### src/rtl/dlic_pkg.sv
package dlic_pkg;
   // Register indices (byte offset / 4); software decodes these positions.
   localparam int unsigned MAP_IRQ_PEND   = 0;
   localparam int unsigned MAP_RAW_A      = 1;
   localparam int unsigned MAP_IRQ_EN_SET = 2;
   localparam int unsigned MAP_IRQ_EN_CLR = 3;
   localparam int unsigned MAP_SOFT_SET   = 4;
   localparam int unsigned MAP_SOFT_CLR   = 5;
   localparam int unsigned MAP_FIQ_PEND   = 8;
   localparam int unsigned MAP_RAW_B      = 9;
   localparam int unsigned MAP_FIQ_EN_SET = 10;
   localparam int unsigned MAP_FIQ_EN_CLR = 11;

   localparam int unsigned NUM_CH = 2;
   localparam int unsigned CH_IRQ = 0;
   localparam int unsigned CH_FIQ = 1;

   function automatic int unsigned set_index(input int unsigned ch);
      return (ch == CH_IRQ) ? MAP_IRQ_EN_SET : MAP_FIQ_EN_SET;
   endfunction

   function automatic int unsigned clr_index(input int unsigned ch);
      return (ch == CH_IRQ) ? MAP_IRQ_EN_CLR : MAP_FIQ_EN_CLR;
   endfunction
endpackage

### src/rtl/dlic_mask_reg.sv
module dlic_mask_reg #(
   parameter int unsigned NSRC    = 32,
   parameter int unsigned IDX_W   = 6,
   parameter int unsigned SET_IDX = 2,
   parameter int unsigned CLR_IDX = 3
) (
   input  logic             clk_i,
   input  logic             rst_n_i,
   input  logic             wr_i,
   input  logic [IDX_W-1:0] idx_i,
   input  logic [NSRC-1:0]  wdata_i,
   output logic [NSRC-1:0]  mask_o
);
   logic hit_set, hit_clr;

   assign hit_set = wr_i && (idx_i == IDX_W'(SET_IDX));
   assign hit_clr = wr_i && (idx_i == IDX_W'(CLR_IDX));

   always_ff @(posedge clk_i or negedge rst_n_i) begin
      if (!rst_n_i) begin
         mask_o <= '0;
      end else if (hit_set) begin
         mask_o <= mask_o | wdata_i;
      end else if (hit_clr) begin
         mask_o <= mask_o & ~wdata_i;
      end
   end
endmodule

### src/rtl/dlic_soft_src.sv
module dlic_soft_src #(
   parameter int unsigned NSRC  = 32,
   parameter int unsigned IDX_W = 6
) (
   input  logic             clk_i,
   input  logic             rst_n_i,
   input  logic             wr_i,
   input  logic [IDX_W-1:0] idx_i,
   input  logic             wbit0_i,
   input  logic [NSRC-1:0]  src_i,
   output logic             soft_o,
   output logic [NSRC-1:0]  raw_o
);
   import dlic_pkg::*;

   logic do_set, do_clr;

   assign do_set = wr_i && wbit0_i && (idx_i == IDX_W'(MAP_SOFT_SET));
   assign do_clr = wr_i && wbit0_i && (idx_i == IDX_W'(MAP_SOFT_CLR));

   always_ff @(posedge clk_i or negedge rst_n_i) begin
      if (!rst_n_i) begin
         soft_o <= 1'b0;
      end else if (do_set) begin
         soft_o <= 1'b1;
      end else if (do_clr) begin
         soft_o <= 1'b0;
      end
   end

   always_comb begin
      raw_o    = src_i;
      raw_o[0] = src_i[0] | soft_o;
   end
endmodule

### src/rtl/dlic_out_stage.sv
module dlic_out_stage #(
   parameter int unsigned NSRC = 32
) (
   input  logic            clk_i,
   input  logic            rst_n_i,
   input  logic [NSRC-1:0] raw_i,
   input  logic [NSRC-1:0] mask_i,
   output logic            req_o
);
   logic any_hit;

   assign any_hit = |(raw_i & mask_i);

   always_ff @(posedge clk_i or negedge rst_n_i) begin
      if (!rst_n_i) begin
         req_o <= 1'b0;
      end else begin
         req_o <= any_hit;
      end
   end
endmodule

### src/rtl/dlic_top.sv
module dlic_top #(
   parameter int unsigned NSRC  = 32,
   parameter int unsigned DW    = 32,
   parameter int unsigned IDX_W = 6
) (
   input  logic             clk_i,
   input  logic             rst_n_i,
   input  logic [NSRC-1:0]  src_lvl_i,
   input  logic             bus_wr_i,
   input  logic [IDX_W-1:0] bus_idx_i,
   input  logic [DW-1:0]    bus_wdata_i,
   output logic [DW-1:0]    bus_rdata_o,
   output logic             irq_o,
   output logic             fiq_o
);
   import dlic_pkg::*;

   generate
      if (NSRC < 1 || NSRC > DW) begin : g_bad_nsrc
         $error("dlic_top: NSRC must be between 1 and DW");
      end
      if (IDX_W < 4) begin : g_bad_idx
         $error("dlic_top: IDX_W must cover index 11");
      end
   endgenerate

   logic [NSRC-1:0] raw_lvl;
   logic            soft_flag;
   logic [NSRC-1:0] en_mask [NUM_CH];
   logic [NUM_CH-1:0] req;
   logic [NSRC-1:0] irq_en_w, fiq_en_w;

   dlic_soft_src #(.NSRC(NSRC), .IDX_W(IDX_W)) u_soft (
      .clk_i   (clk_i),
      .rst_n_i (rst_n_i),
      .wr_i    (bus_wr_i),
      .idx_i   (bus_idx_i),
      .wbit0_i (bus_wdata_i[0]),
      .src_i   (src_lvl_i),
      .soft_o  (soft_flag),
      .raw_o   (raw_lvl)
   );

   for (genvar g = 0; g < NUM_CH; g++) begin : g_ch
      dlic_mask_reg #(
         .NSRC    (NSRC),
         .IDX_W   (IDX_W),
         .SET_IDX (set_index(g)),
         .CLR_IDX (clr_index(g))
      ) u_mask (
         .clk_i   (clk_i),
         .rst_n_i (rst_n_i),
         .wr_i    (bus_wr_i),
         .idx_i   (bus_idx_i),
         .wdata_i (bus_wdata_i[NSRC-1:0]),
         .mask_o  (en_mask[g])
      );

      dlic_out_stage #(.NSRC(NSRC)) u_out (
         .clk_i   (clk_i),
         .rst_n_i (rst_n_i),
         .raw_i   (raw_lvl),
         .mask_i  (en_mask[g]),
         .req_o   (req[g])
      );
   end

   assign irq_en_w = en_mask[CH_IRQ];
   assign fiq_en_w = en_mask[CH_FIQ];
   assign irq_o    = req[CH_IRQ];
   assign fiq_o    = req[CH_FIQ];

   // Read selection, zero-extended to the bus width.
   logic [NSRC-1:0] rd_sel;

   always_comb begin
      case (bus_idx_i)
         IDX_W'(MAP_IRQ_PEND):   rd_sel = raw_lvl & irq_en_w;
         IDX_W'(MAP_RAW_A):      rd_sel = raw_lvl;
         IDX_W'(MAP_IRQ_EN_SET): rd_sel = irq_en_w;
         IDX_W'(MAP_SOFT_SET):   rd_sel = NSRC'(raw_lvl[0]);
         IDX_W'(MAP_FIQ_PEND):   rd_sel = raw_lvl & fiq_en_w;
         IDX_W'(MAP_RAW_B):      rd_sel = raw_lvl;
         IDX_W'(MAP_FIQ_EN_SET): rd_sel = fiq_en_w;
         default:                rd_sel = '0;
      endcase
      bus_rdata_o             = '0;
      bus_rdata_o[NSRC-1:0]   = rd_sel;
   end
endmodule

### config.mk
export PLATFORM = sky130hd
export DESIGN_NAME = dlic_top
export DESIGN_NICKNAME = d
export VERILOG_FILES = /design/src/rtl/dlic_pkg.sv /design/src/rtl/dlic_mask_reg.sv /design/src/rtl/dlic_soft_src.sv /design/src/rtl/dlic_out_stage.sv /design/src/rtl/dlic_top.sv
export SDC_FILE = /design/constraint.sdc
export NUM_CORES = 1
export LEC_CHECK = 0
export BUFFER_PORTS_ARGS = -buffer_cell sky130_fd_sc_hd__buf_2
export CORE_MARGIN = 2
export CORE_UTILIZATION = 53
export DETAILED_ROUTE_END_ITERATION = 8
export PLACE_DENSITY = 0.73
export SYNTH_ARGS = -nofsm -noshare
export SYNTH_HDL_FRONTEND = slang
export SYNTH_HIERARCHICAL = 1
export SYNTH_SLANG_ARGS = --single-unit
### constraint.sdc
create_clock -name clk_i -period 2.4 [get_ports clk_i]
set_input_delay 0.24 -clock clk_i [delete_from_list [all_inputs] [get_ports clk_i]]
set_output_delay 0.24 -clock clk_i [all_outputs]
set_load 0.03 [all_outputs]
==> flow_metrics.tcl <==
set metrics [dict create \
    wl_per_cell_um 19.6 \
    syn_area_um2 5750 \
    overflow 0 \
    num_rows 38 \
    setup_tns_ps 0 \
    critPathKind "input port to output pin" \
    grt_antenna_before_repair 0 \
    drt_pass1_iterations 5 \
    slew_viol_final 0 \
    htree_levels 3 \
    grt_max_degree 63 \
    finalNonFillerCells 817 \
    critPathLaunchType "input port" \
    pwr-share-seq_pct 46.6 \
    cts_tree "done" \
    p_int_mw 2.03 \
    powerDensity_nw_per_um2 491 \
    fmax_mhz 520 \
    final.min_clock_period_ps 1920 \
    status "finished, final reports clean" \
    regArea_um2 1680 \
    die_x_um 108 \
    end_kind "output pin" \
    highest_layer "met4" \
    synth.avg_cell_area_um2 9.22 \
    grt_usage_pct 27.8 \
    place.gp.congestion 0.818 \
    dp_hpwl_mm 11.1 \
    die_area_um2 11700 \
    worstHoldPathType "input port to flop" \
    crit_required_ps 2160 \
    yosys.area.top_type "dfrtp_1" \
    clkPwrFrac_pct 28.0 \
    drt_iter0_drc 415 \
    synth-async-reset-ratio_pct 100 \
    num_io_pins 107 \
    skew_ps 5.12 \
    synth-edff-count 0 \
    yosysSeqAreaShare_pct 29.2 \
    num_vias 5032 \
    drc 0 \
    cts_buffers 9 \
    relSlewSlack_pct 61.0 \
    io_buffers 106 \
    syn_nets 696 \
    leakage_nw 3.67 \
    p_switching_mw 1.05 \
    max-cap-violations 0 \
    routed_wl_mm 16.0 \
    vias_per_cell 6.16 \
    yosysTopAreaCellShare_pct 29.2 \
    multi_input_area_um2 3170 \
    chipHeight_um 108 \
    syn_inst 623 \
    ctsResizeCount 0 \
    drive_above_1_share_pct 27.6 \
    dp.cells 800 \
    wl_met2_mm 7.67 \
    root_buffer "clkbuf_8" \
    rsz0062_at_grt "false" \
    initial_core_util_pct 53.7 \
    holdBufCountCts 1 \
    fin_nets 745 \
    area_delta_synth_final_pct 9.30 \
    cp.arrival_ps 1680 \
    synth.distinct_cells 35 \
    grt_first_pass_wirelength_mm 25.3 \
    postCtsSetupBuffers 0 \
    path_max_fanout 46 \
    combinationalPowerShare_pct 25.4 \
    cts_sinks 67 \
    yosys_most_used_dff "dfrtp_1" \
    min_period_over_period_pct 80.2 \
    ant_nets 0 \
    n_antenna_cell 0 \
    finalSetupViolCount 0 \
    yosys_warnings 6 \
    hold_viol_final 0 \
    grt_pass1_vias 4871 \
    clockBufferDepth 2 \
    synth_seq_cells 67 \
    worstSkewPairLatency_ps 340 \
    met1_length_mm 6.95 \
    path_clk_slew_ps 70 \
    vdd.ir_drop.worst_mv 0.283 \
    met3_length_mm 1.05 \
    n_fill_cell 965 \
    swShare_pct 34.0 \
    ys_top_cells_by_area "dfrtp_1, mux2i_1, o211ai_2, inv_1, mux2_1" \
    worstMarginPinSlew_ps 585 \
    core_um2 10700 \
]
-- cells by family after synthesis --
group	share of synthesized area (%)
and+or+nand+nor	23.2
buffers and inverters	16.0
AOI/OAI and AO/OA	14.2
muxes	17.4
DFF	29.2
-- layer usage --
metal | track usage, % | vias to the layer above
li1 | - | 2315
met1 | 37.8 | 2451
met2 | 46.2 | 235
met3 | 2.77 | 31
met4 | 9.52 | 0
met5 | 0 | -
-- cells in the mapped netlist (2+ instances only) --
library cell	number
a22oi_1	30
a22oi_2	2
and3b_1	31
and4bb_2	2
buf_2	20
buf_4	39
buf_6	8
clkbuf_1	17
dfrtp_1	67
inv_1	95
mux2_1	31
mux2i_1	65
nand3_1	54
nand3_2	10
nand4_1	39
nor2_1	4
nor4bb_1	31
o211ai_2	30
o21ai_1	31
or4_1	2
-- through the flow --
stage | setup slack [ps] | hold WS [ps] | util [%] | cell area, um^2 | total power, mW
CTS | 492 | 165 | 58.7 | 6280 | 3.08
floorplan | 946 | -55.6 | - | 5750 | 1.97
finish | 476 | 179 | 58.7 | 6280 | 3.08
detailed placement | 475 | 271 | 57.0 | 6100 | 2.23
global route | 406 | 174 | 58.7 | 6280 | 3.23
global placement | 531 | 261 | 57.0 | 6100 | 2.19
-- critical path: stages --
cell and delay (ps):
buf_2 380, buf_12 260, nor4bb_1 300, o21ai_1 140, o211ai_2 110, buf_2 230
-- power groups by stage --
stage                     registers, mW  clock network, mW  logic (mW)
after detailed placement           1.45                  0       0.777
after global placement             1.44                  0       0.745
after global routing               1.46              0.916       0.861
final                              1.44              0.863       0.785
after CTS                          1.43              0.870       0.782
after floorplan                    1.40                  0       0.575
-- cells in the final DEF (no fill, tap or decap), drive strengths merged, types with 4 or more instances in the layout --
cell / n
mux2: 31
mux2i: 65
nor2: 4
inv: 95
and3b: 31
o21ai: 32
dfrtp: 67
buf: 122
clkbuf: 14
nand4: 40
o211ai: 31
nand3: 64
a22oi: 32
nor4bb: 31
-- final timing paths --
check                                startpoint                          to  slack (ps)  cells past startpoint
worst max-delay path               bus_idx_i[1]              bus_rdata_o[1]         480                      6
worst min-delay path            bus_wdata_i[25]                        flop         180                      3
worst max register to register             flop         g_ch[1].u_out/req_o         760                      3
worst min register to register    u_soft/soft_o               u_soft/soft_o         530                      2
max in group asynchronous               rst_n_i  asynchronous set/reset pin        1320                      3
min in group asynchronous               rst_n_i  asynchronous set/reset pin         430                      2
-- cell type report --
cell class,instances,area share (%)
clock buffers,14,2.59
clock inverters,2,0.159
inverters,95,5.68
multi-input cells,376,50.5
flip-flops and latches,67,26.7
well taps,140,2.79
repair buffers,123,11.6
Power figures use the tool's default switching activity.
